==> src/rtl/intseq_pkg.sv <==
package intseq_pkg;

  typedef enum logic [1:0] {
    K_NMI = 2'd0,
    K_IM0 = 2'd1,
    K_IM1 = 2'd2,
    K_IM2 = 2'd3
  } kindT;

  typedef struct packed {
    logic capture;
    kindT kind;
    logic wrHi;
    logic wrLo;
    logic ackVec;
    logic rdLo;
    logic rdHi;
    logic m0Fetch;
    logic finish;
  } stbT;

  // T-state positions of each event, counted from acceptance (T0)
  localparam int NMI_WR_HI = 5;
  localparam int NMI_END   = 11;
  localparam int RST_WR_HI = 7;
  localparam int IM1_END   = 13;
  localparam int PUSH_GAP  = 3;
  localparam int IM2_VEC   = 7;
  localparam int IM2_RD_LO = 13;
  localparam int IM2_RD_HI = 16;
  localparam int IM2_END   = 19;
  localparam int M0_FETCH  = 6;
  localparam int M0_CHECK  = M0_FETCH + 1;

endpackage

==> src/rtl/intseq_ctrl.sv <==
module intseq_ctrl
  import intseq_pkg::*;
#(
  parameter int CNT_W = 8
) (
  input  logic             clk,
  input  logic             rstN,
  input  logic             boundary,
  input  logic             nmiReq,
  input  logic             intReq,
  input  logic             iff1,
  input  logic             busy,
  input  logic             prefixPending,
  input  logic             chainedPrefix,
  input  logic             pvFromIff2,
  input  logic             halted,
  input  logic [1:0]       intMode,
  output logic             iff1Clr,
  output logic             iff2Clr,
  output logic             pvClr,
  output logic             haltClr,
  output logic             rInc,
  output logic             ackCycle,
  output logic             opValid,
  output logic             done,
  output logic [CNT_W-1:0] tCount,
  output stbT              stb
);

  logic             running;
  kindT             kind, newKind;
  logic [CNT_W-1:0] tPh, tot;
  logic             blocked, takeNmi, takeInt, take;
  logic             m0Check, restart;

  function automatic logic atT(input logic run, input logic [CNT_W-1:0] ph, input int n);
    return run && (ph == CNT_W'(n));
  endfunction

  assign blocked = running | busy | prefixPending | chainedPrefix;
  assign takeNmi = boundary & nmiReq & ~blocked;
  assign takeInt = boundary & intReq & iff1 & ~nmiReq & ~blocked;
  assign take    = takeNmi | takeInt;

  always_comb begin
    if (takeNmi)              newKind = K_NMI;
    else if (intMode == 2'd0) newKind = K_IM0;
    else if (intMode == 2'd2) newKind = K_IM2;
    else                      newKind = K_IM1;
  end

  assign m0Check = (kind == K_IM0) && atT(running, tPh, M0_CHECK);
  assign restart = m0Check && prefixPending;

  always_comb begin
    stb         = '0;
    stb.capture = take;
    stb.kind    = kind;
    unique case (kind)
      K_NMI: begin
        stb.wrHi   = atT(running, tPh, NMI_WR_HI);
        stb.wrLo   = atT(running, tPh, NMI_WR_HI + PUSH_GAP);
        stb.finish = atT(running, tPh, NMI_END);
      end
      K_IM1: begin
        stb.wrHi   = atT(running, tPh, RST_WR_HI);
        stb.wrLo   = atT(running, tPh, RST_WR_HI + PUSH_GAP);
        stb.finish = atT(running, tPh, IM1_END);
      end
      K_IM2: begin
        stb.ackVec = atT(running, tPh, IM2_VEC);
        stb.wrHi   = atT(running, tPh, RST_WR_HI);
        stb.wrLo   = atT(running, tPh, RST_WR_HI + PUSH_GAP);
        stb.rdLo   = atT(running, tPh, IM2_RD_LO);
        stb.rdHi   = atT(running, tPh, IM2_RD_HI);
        stb.finish = atT(running, tPh, IM2_END);
      end
      default: begin
        stb.m0Fetch = atT(running, tPh, M0_FETCH);
        stb.finish  = m0Check && !prefixPending;
      end
    endcase
  end

  always_ff @(posedge clk or negedge rstN) begin
    if (!rstN) begin
      running <= 1'b0;
      kind    <= K_NMI;
      tPh     <= '0;
      tot     <= '0;
    end else if (take) begin
      running <= 1'b1;
      kind    <= newKind;
      tPh     <= CNT_W'(1);
      tot     <= CNT_W'(1);
    end else if (running) begin
      if (stb.finish) begin
        running <= 1'b0;
      end else if (restart) begin
        tPh <= CNT_W'(1);
      end else begin
        tPh <= tPh + CNT_W'(1);
        tot <= tot + CNT_W'(1);
      end
    end
  end

  assign iff1Clr  = take;
  assign iff2Clr  = takeInt;
  assign pvClr    = takeInt & pvFromIff2;
  assign haltClr  = take & halted;
  assign rInc     = (take && newKind != K_IM0) || stb.m0Fetch;
  assign ackCycle = stb.ackVec | stb.m0Fetch;
  assign opValid  = stb.m0Fetch;
  assign done     = stb.finish;
  assign tCount   = (kind == K_IM0) ? tot - CNT_W'(1) : tot;

  // a busy, prefixed or chained step never lets a request through
  a_r1_gated: assert property (@(posedge clk) disable iff (!rstN)
    (busy || prefixPending || chainedPrefix) |-> !iff1Clr);
  // a maskable acceptance requires IFF1
  a_r2_needs_iff1: assert property (@(posedge clk) disable iff (!rstN)
    iff2Clr |-> (iff1 && intReq && iff1Clr));
  // an NMI acceptance leaves IFF2 alone
  a_r3_nmi_keeps_iff2: assert property (@(posedge clk) disable iff (!rstN)
    (iff1Clr && nmiReq) |-> !iff2Clr);
  // the P/V clear only goes with a maskable acceptance
  a_r7_pv_with_int: assert property (@(posedge clk) disable iff (!rstN)
    pvClr |-> iff2Clr);
  // mode 0 acceptance does not bump R in T0
  a_r6_no_rinc_m0: assert property (@(posedge clk) disable iff (!rstN)
    (iff2Clr && intMode == 2'd0) |-> !rInc);
  // no second acceptance while a response is in progress
  a_r11_no_reaccept: assert property (@(posedge clk) disable iff (!rstN)
    iff1Clr |=> !iff1Clr);
  // the NMI response always reports 11 T-states
  a_r5_nmi_len: assert property (@(posedge clk) disable iff (!rstN)
    (done && kind == K_NMI) |-> tCount == CNT_W'(NMI_END));

endmodule

==> src/rtl/intseq_dp.sv <==
module intseq_dp
  import intseq_pkg::*;
#(
  parameter int DW = 8
) (
  input  logic            clk,
  input  logic            rstN,
  input  stbT             stb,
  input  logic [2*DW-1:0] pcIn,
  input  logic [2*DW-1:0] spIn,
  input  logic [DW-1:0]   iReg,
  input  logic            halted,
  input  logic [DW-1:0]   dataIn,
  output logic            memWr,
  output logic            memRd,
  output logic [2*DW-1:0] memAddr,
  output logic [DW-1:0]   memWdata,
  output logic            pcLoad,
  output logic [2*DW-1:0] pcOut,
  output logic            spLoad,
  output logic [2*DW-1:0] spOut,
  output logic [DW-1:0]   opByte
);

  localparam int AW = 2 * DW;
  localparam logic [AW-1:0] NMI_PC = AW'(16'h0066);
  localparam logic [AW-1:0] RST_PC = AW'(16'h0038);

  logic [AW-1:0] pcSave, spSave, tblAddr;
  logic [DW-1:0] iSave, vecSave, loSave, hiSave;

  always_ff @(posedge clk or negedge rstN) begin
    if (!rstN) begin
      pcSave  <= '0;
      spSave  <= '0;
      iSave   <= '0;
      vecSave <= '0;
      loSave  <= '0;
      hiSave  <= '0;
    end else begin
      if (stb.capture) begin
        pcSave <= pcIn + {{(AW-1){1'b0}}, halted};
        spSave <= spIn;
        iSave  <= iReg;
      end
      if (stb.ackVec) vecSave <= dataIn;
      if (stb.rdLo)   loSave  <= dataIn;
      if (stb.rdHi)   hiSave  <= dataIn;
    end
  end

  assign tblAddr = {iSave, vecSave};

  always_comb begin
    memAddr  = '0;
    memWdata = '0;
    if (stb.wrHi) begin
      memAddr  = spSave - AW'(1);
      memWdata = pcSave[AW-1:DW];
    end else if (stb.wrLo) begin
      memAddr  = spSave - AW'(2);
      memWdata = pcSave[DW-1:0];
    end else if (stb.rdLo) begin
      memAddr = tblAddr;
    end else if (stb.rdHi) begin
      memAddr = tblAddr + AW'(1);
    end
  end

  assign memWr  = stb.wrHi | stb.wrLo;
  assign memRd  = stb.rdLo | stb.rdHi;
  assign pcLoad = stb.finish && stb.kind != K_IM0;
  assign spLoad = pcLoad;
  assign spOut  = spSave - AW'(2);
  assign opByte = stb.m0Fetch ? dataIn : '0;

  always_comb begin
    unique case (stb.kind)
      K_NMI:   pcOut = NMI_PC;
      K_IM1:   pcOut = RST_PC;
      K_IM2:   pcOut = {hiSave, loSave};
      default: pcOut = '0;
    endcase
  end

  // the low-byte push lands one byte below the high-byte push
  a_r5_push_order: assert property (@(posedge clk) disable iff (!rstN)
    stb.wrHi |-> ##3 (memWr && memAddr == $past(memAddr, 3) - AW'(1)));
  // the second table read follows the first by one address
  a_r9_table_step: assert property (@(posedge clk) disable iff (!rstN)
    stb.rdHi |-> (memAddr == $past(memAddr, 3) + AW'(1)));
  // mode 0 never touches memory or the PC
  a_r10_m0_quiet: assert property (@(posedge clk) disable iff (!rstN)
    (stb.kind == K_IM0) |-> !(memWr || memRd || pcLoad));
  // reads and writes never share a cycle
  a_r8_one_access: assert property (@(posedge clk) disable iff (!rstN)
    !(memWr && memRd));

endmodule

==> src/rtl/intseq_top.sv <==
module intseq_top
  import intseq_pkg::*;
#(
  parameter int DW    = 8,
  parameter int CNT_W = 8
) (
  input  logic             clk,
  input  logic             rstN,
  input  logic             boundary,
  input  logic             nmiReq,
  input  logic             intReq,
  input  logic             iff1,
  input  logic             busy,
  input  logic             prefixPending,
  input  logic             chainedPrefix,
  input  logic             pvFromIff2,
  input  logic             halted,
  input  logic [1:0]       intMode,
  input  logic [DW-1:0]    iReg,
  input  logic [2*DW-1:0]  pcIn,
  input  logic [2*DW-1:0]  spIn,
  input  logic [DW-1:0]    dataIn,
  output logic             iff1Clr,
  output logic             iff2Clr,
  output logic             pvClr,
  output logic             haltClr,
  output logic             rInc,
  output logic             ackCycle,
  output logic             opValid,
  output logic [DW-1:0]    opByte,
  output logic             memWr,
  output logic             memRd,
  output logic [2*DW-1:0]  memAddr,
  output logic [DW-1:0]    memWdata,
  output logic             pcLoad,
  output logic [2*DW-1:0]  pcOut,
  output logic             spLoad,
  output logic [2*DW-1:0]  spOut,
  output logic             done,
  output logic [CNT_W-1:0] tCount
);

  stbT stb;

  intseq_ctrl #(.CNT_W(CNT_W)) uCtrl (
    .clk(clk), .rstN(rstN), .boundary(boundary), .nmiReq(nmiReq),
    .intReq(intReq), .iff1(iff1), .busy(busy), .prefixPending(prefixPending),
    .chainedPrefix(chainedPrefix), .pvFromIff2(pvFromIff2), .halted(halted),
    .intMode(intMode), .iff1Clr(iff1Clr), .iff2Clr(iff2Clr), .pvClr(pvClr),
    .haltClr(haltClr), .rInc(rInc), .ackCycle(ackCycle), .opValid(opValid),
    .done(done), .tCount(tCount), .stb(stb)
  );

  intseq_dp #(.DW(DW)) uDp (
    .clk(clk), .rstN(rstN), .stb(stb), .pcIn(pcIn), .spIn(spIn),
    .iReg(iReg), .halted(halted), .dataIn(dataIn), .memWr(memWr),
    .memRd(memRd), .memAddr(memAddr), .memWdata(memWdata), .pcLoad(pcLoad),
    .pcOut(pcOut), .spLoad(spLoad), .spOut(spOut), .opByte(opByte)
  );

endmodule

==> config.mk <==
export PLATFORM = sky130hd
export DESIGN_NAME = intseq_top
export DESIGN_NICKNAME = d
export VERILOG_FILES = /design/src/rtl/intseq_pkg.sv /design/src/rtl/intseq_ctrl.sv /design/src/rtl/intseq_dp.sv /design/src/rtl/intseq_top.sv
export SDC_FILE = /design/constraint.sdc
export NUM_CORES = 1
export LEC_CHECK = 0
export BUFFER_PORTS_ARGS = -buffer_cell sky130_fd_sc_hd__clkbuf_2
export CORE_MARGIN = 1.5
export CORE_UTILIZATION = 58
export DETAILED_ROUTE_END_ITERATION = 12
export PLACE_DENSITY_LB_ADDON = 0.2
export SLEW_MARGIN = 20
export SYNTH_ARGS = -nofsm -noshare
export SYNTH_HDL_FRONTEND = slang
export SYNTH_SLANG_ARGS = --single-unit
==> constraint.sdc <==
create_clock -name clk -period 7.1 [get_ports clk]
set_clock_uncertainty 0.05 [all_clocks]
set_input_delay 1.42 -clock clk [delete_from_list [all_inputs] [get_ports clk]]
set_output_delay 1.42 -clock clk [all_outputs]
set_load 0.005 [all_outputs]
==> out/summary.txt <==
=====================================================================================
Outcome ................................................................ finished clean
Final routed wire length divided by cell count .........................     16.12 µm
Relative area change from synthesis to final layout ....................       17.40%
Number of global-route vias before repair ..............................         4897
Final routed wirelength across all metal layers ........................     14.27 mm
Cell chosen for the clock root ......................................... sky130_fd_sc_hd__clkbuf_8
Worst-Skew Late Latency ................................................      0.35 ns
Synthesized area divided by synthesized cell count .....................    8.447 µm²
Count of instances resized after the clock tree is built ...............            0
CTS tree ...............................................................         done
Syn. warnings ..........................................................            0
Standard-cell rows .....................................................           35
Destination of the worst hold path ..................................... uDp.loSave[1]
Area inside the core boundary ..........................................     9153 µm²
Largest buffer count on any clock path .................................            2
Transition time at the pin with the least slew margin ..................    0.9138 ns
Critical path data required time .......................................      5.63 ns
Final GP Congestion ....................................................       0.9361
Sequential share of the synthesized area ...............................       0.3830
Worst-path maximum fanout ..............................................           20
Setup Total Neg Slack ..................................................         0 ns
Share of the clock period used by the worst path after layout ..........       0.6938
Finish-stage setup viols ...............................................            0
CP top delay family .................................................... compound AO/OA/AOI/OAI gates
Maximum clock rate .....................................................    203.0 MHz
Remaining antenna violation count after routing ........................            0
Worst path bufs/invs ...................................................            2
Share of post-route cells with drive strength above 1 ..................       0.2494
Post-DP HPWL ...........................................................     10.57 mm
Start point of the worst min-delay path ................................ uDp.loSave[1]
Number of max-cap violations ...........................................            0
Overall global routing resource usage ..................................       0.2901
Placed Cells ...........................................................          869
Total via count in the routed design ...................................         5216
Synth async-reset ratio ................................................        1.000
Max stage delay on crit path ...........................................      0.63 ns
Number of H-tree branching levels ......................................            3
R2r worst-path depth ...................................................            7
Floorplan die width ....................................................     99.69 µm
Die Ht .................................................................     99.69 µm
Area of the mapped netlist .............................................     5423 µm²
Drt pass-1 iters .......................................................            5
Start-to-end type of the worst setup path .............................. flop to output pin
Origin of the critical flop-to-flop path ............................... uCtrl.running
Drt initial violations .................................................          231
Hold Crit Class ........................................................ flop to flop
Effective utilization at floorplan .....................................       0.5925
Startpoint kind of the worst setup timing path .........................         flop
Critical path arrival ..................................................      3.46 ns
Number of flops mapped to enable cells by yosys ........................            0
Total overflow reported by the global router ...........................            0
Unrepaired setup endpoints after global routing ........................           no
Prevailing post-synth register cell .................................... sky130_fd_sc_hd__dfrtp_1
Diode insertion count for antenna repair ...............................            0
Reg-to-reg endpoint .................................................... uCtrl.tPh[3]
Post CTS Setup Buffer Count ............................................            0
Global-route wire length before repair .................................     23.06 mm
PortBufs ...............................................................          144
Most frequent cells in the layout ...................................... 143 x sky130_fd_sc_hd__clkbuf_2, 135 x sky130_fd_sc_hd__nand2_1, 83 x sky130_fd_sc_hd__dfrtp_1, 48 x sky130_fd_sc_hd__o21ai_0, 31 x sky130_fd_sc_hd__nor2_1
Clock buffer count from CTS ............................................            9
Cell Count, Final, Fillers Out .........................................          885
Reported leakage power .................................................     3.096 nW
Library cells used by synthesis ........................................           59
Die area ...............................................................     9938 µm²
Max transition margin ..................................................       0.3861
Clock-pin slew of the registers on the worst-case setup and hold paths .      0.10 ns
Time the final worst path needs with I/O delays and setup ..............     4.926 ns
Hold Crit Depth ........................................................            2
Chain of cells forming the critical path ............................... ha_1 -> or4b_1 -> a2111oi_4 -> buf_4 -> nor2_1 -> o31a_1 -> o21ai_0 -> clkbuf_2
Final Max Tran Viols ...................................................            0
Hold-fix buffers at CTS ................................................            0
Most common library cell in the layout ignoring fill and taps .......... sky130_fd_sc_hd__clkbuf_2
Average via count per standard cell ....................................        5.894
Largest voltage drop on the vdd net ....................................  0.0001651 V
Pwr dens ............................................................... 275.0 nW/µm²
Synthesized instance count .............................................          642
Largest net degree at the start of global routing ......................           84
Antenna violations before repair .......................................            0
Total number of clock tree sinks .......................................           83
Final count of hold timing violations ..................................            0
Net count after synthesis ..............................................          721
Endpoint type of the worst setup path ..................................   output pin
Number of nets in the layout ...........................................          848
IO Count ...............................................................          145
Number of synthesized register bits ....................................           83
Slowest library cell on the worst path ................................. sky130_fd_sc_hd__or4b_1
DR DRC count ...........................................................            0
Setup slack, reg-to-reg ................................................      3.97 ns
=====================================================================================
==> state kept, by name, summed over array words and instances, names as in the netlist <==
name / flops
uDp.hiSave: 8
uDp.pcSave: 16
uCtrl.tot: 8
uCtrl.tPh: 8
uCtrl.kind: 2
uCtrl.running: 1
uDp.spSave: 16
uDp.vecSave: 8
uDp.loSave: 8
uDp.iSave: 8
==> kinds of logic after synthesis <==
family / share of synthesized area
simple gates: 0.2628
compound gates: 0.1500
flops: 0.3830
buf+inv: 0.03992
xor+xnor: 0.07430
mux: 0.04845
fa+ha+maj: 0.04153
==> worst max-delay path by stage <==
| stage | depth (start not counted) | to | slack, ns | from |
|---|---|---|---|---|
| CTS | 9 | memAddr[12] | 2.19 | uCtrl.kind[1] |
| global placement | 8 | haltClr | 2.55 | busy |
| detailed placement | 8 | haltClr | 2.35 | busy |
| global route | 8 | memAddr[3] | 1.86 | uCtrl.kind[1] |
| finish | 8 | memAddr[7] | 2.17 | uCtrl.kind[1] |
| floorplan | 7 | iff1Clr | 2.89 | busy |
==> synthesized netlist by cell type, drive strengths merged, types with 5 or more instances <==
master,count,share of area
a21oi,21,0.019
a22o,9,0.015
and2,23,0.027
and3,13,0.015
buf,7,0.0072
clkbuf,25,0.018
dfrtp,83,0.38
ha,18,0.042
inv,22,0.015
mux2,18,0.037
mux2i,6,0.011
nand2,135,0.093
nand2b,6,0.0069
nand3,26,0.024
nand4,14,0.016
nor2,33,0.025
nor3,15,0.016
o21ai,50,0.047
o22ai,6,0.0069
o31a,5,0.0081
or3,6,0.0078
xnor2,20,0.032
xor2,26,0.042
==> metrics by stage <==
step | utilization | instance area, µm² | hold slack [ns] | setup slack, ns | total power, mW
after floorplan | - | 5423 | 0.3874 | 2.894 | 1.178
after global placement | 0.6753 | 6181 | 0.4026 | 2.554 | 1.391
after detailed placement | 0.6753 | 6181 | 0.4141 | 2.355 | 1.422
after CTS | 0.6951 | 6362 | 0.4390 | 2.187 | 1.748
after global routing | 0.6956 | 6366 | 0.4627 | 1.856 | 1.878
final | 0.6956 | 6366 | 0.4377 | 2.174 | 1.751
==> metal layers <==
| metal | up-vias | global-route usage | share of wire |
|---|---|---|---|
| met5 | - | 0 | 0 |
| met1 | 2463 | 0.3992 | 0.43 |
| met3 | 39 | 0.04357 | 0.063 |
| met4 | 0 | 0.09642 | 0.024 |
| met2 | 224 | 0.4715 | 0.48 |
| li1 | 2490 | - | - |
==> cell type report <==
type,instances,area (µm²)
multi-input combinational,505,3129
fill,758,2786
sequential,83,2077
timing repair buffer,148,757.0
tap,111,138.9
clock buffer,9,123.9
inverter,22,82.58
clock inverter,7,57.56
==> worst register-to-register path: cells and delay by family, from the launching register on <==
kind	cells	cell delay (ns)
AOI/OAI and AO/OA	2	0.63
and+or+nand+nor	2	0.65
DFF	1	0.47
buffers and inverters	3	1.22
==> power by group <==
group,internal (mW),switching [mW]
clock,0.133,0.192
combinational,0.285,0.346
sequential,0.601,0.195
No activity file was read; power rests on OpenSTA's default activity.
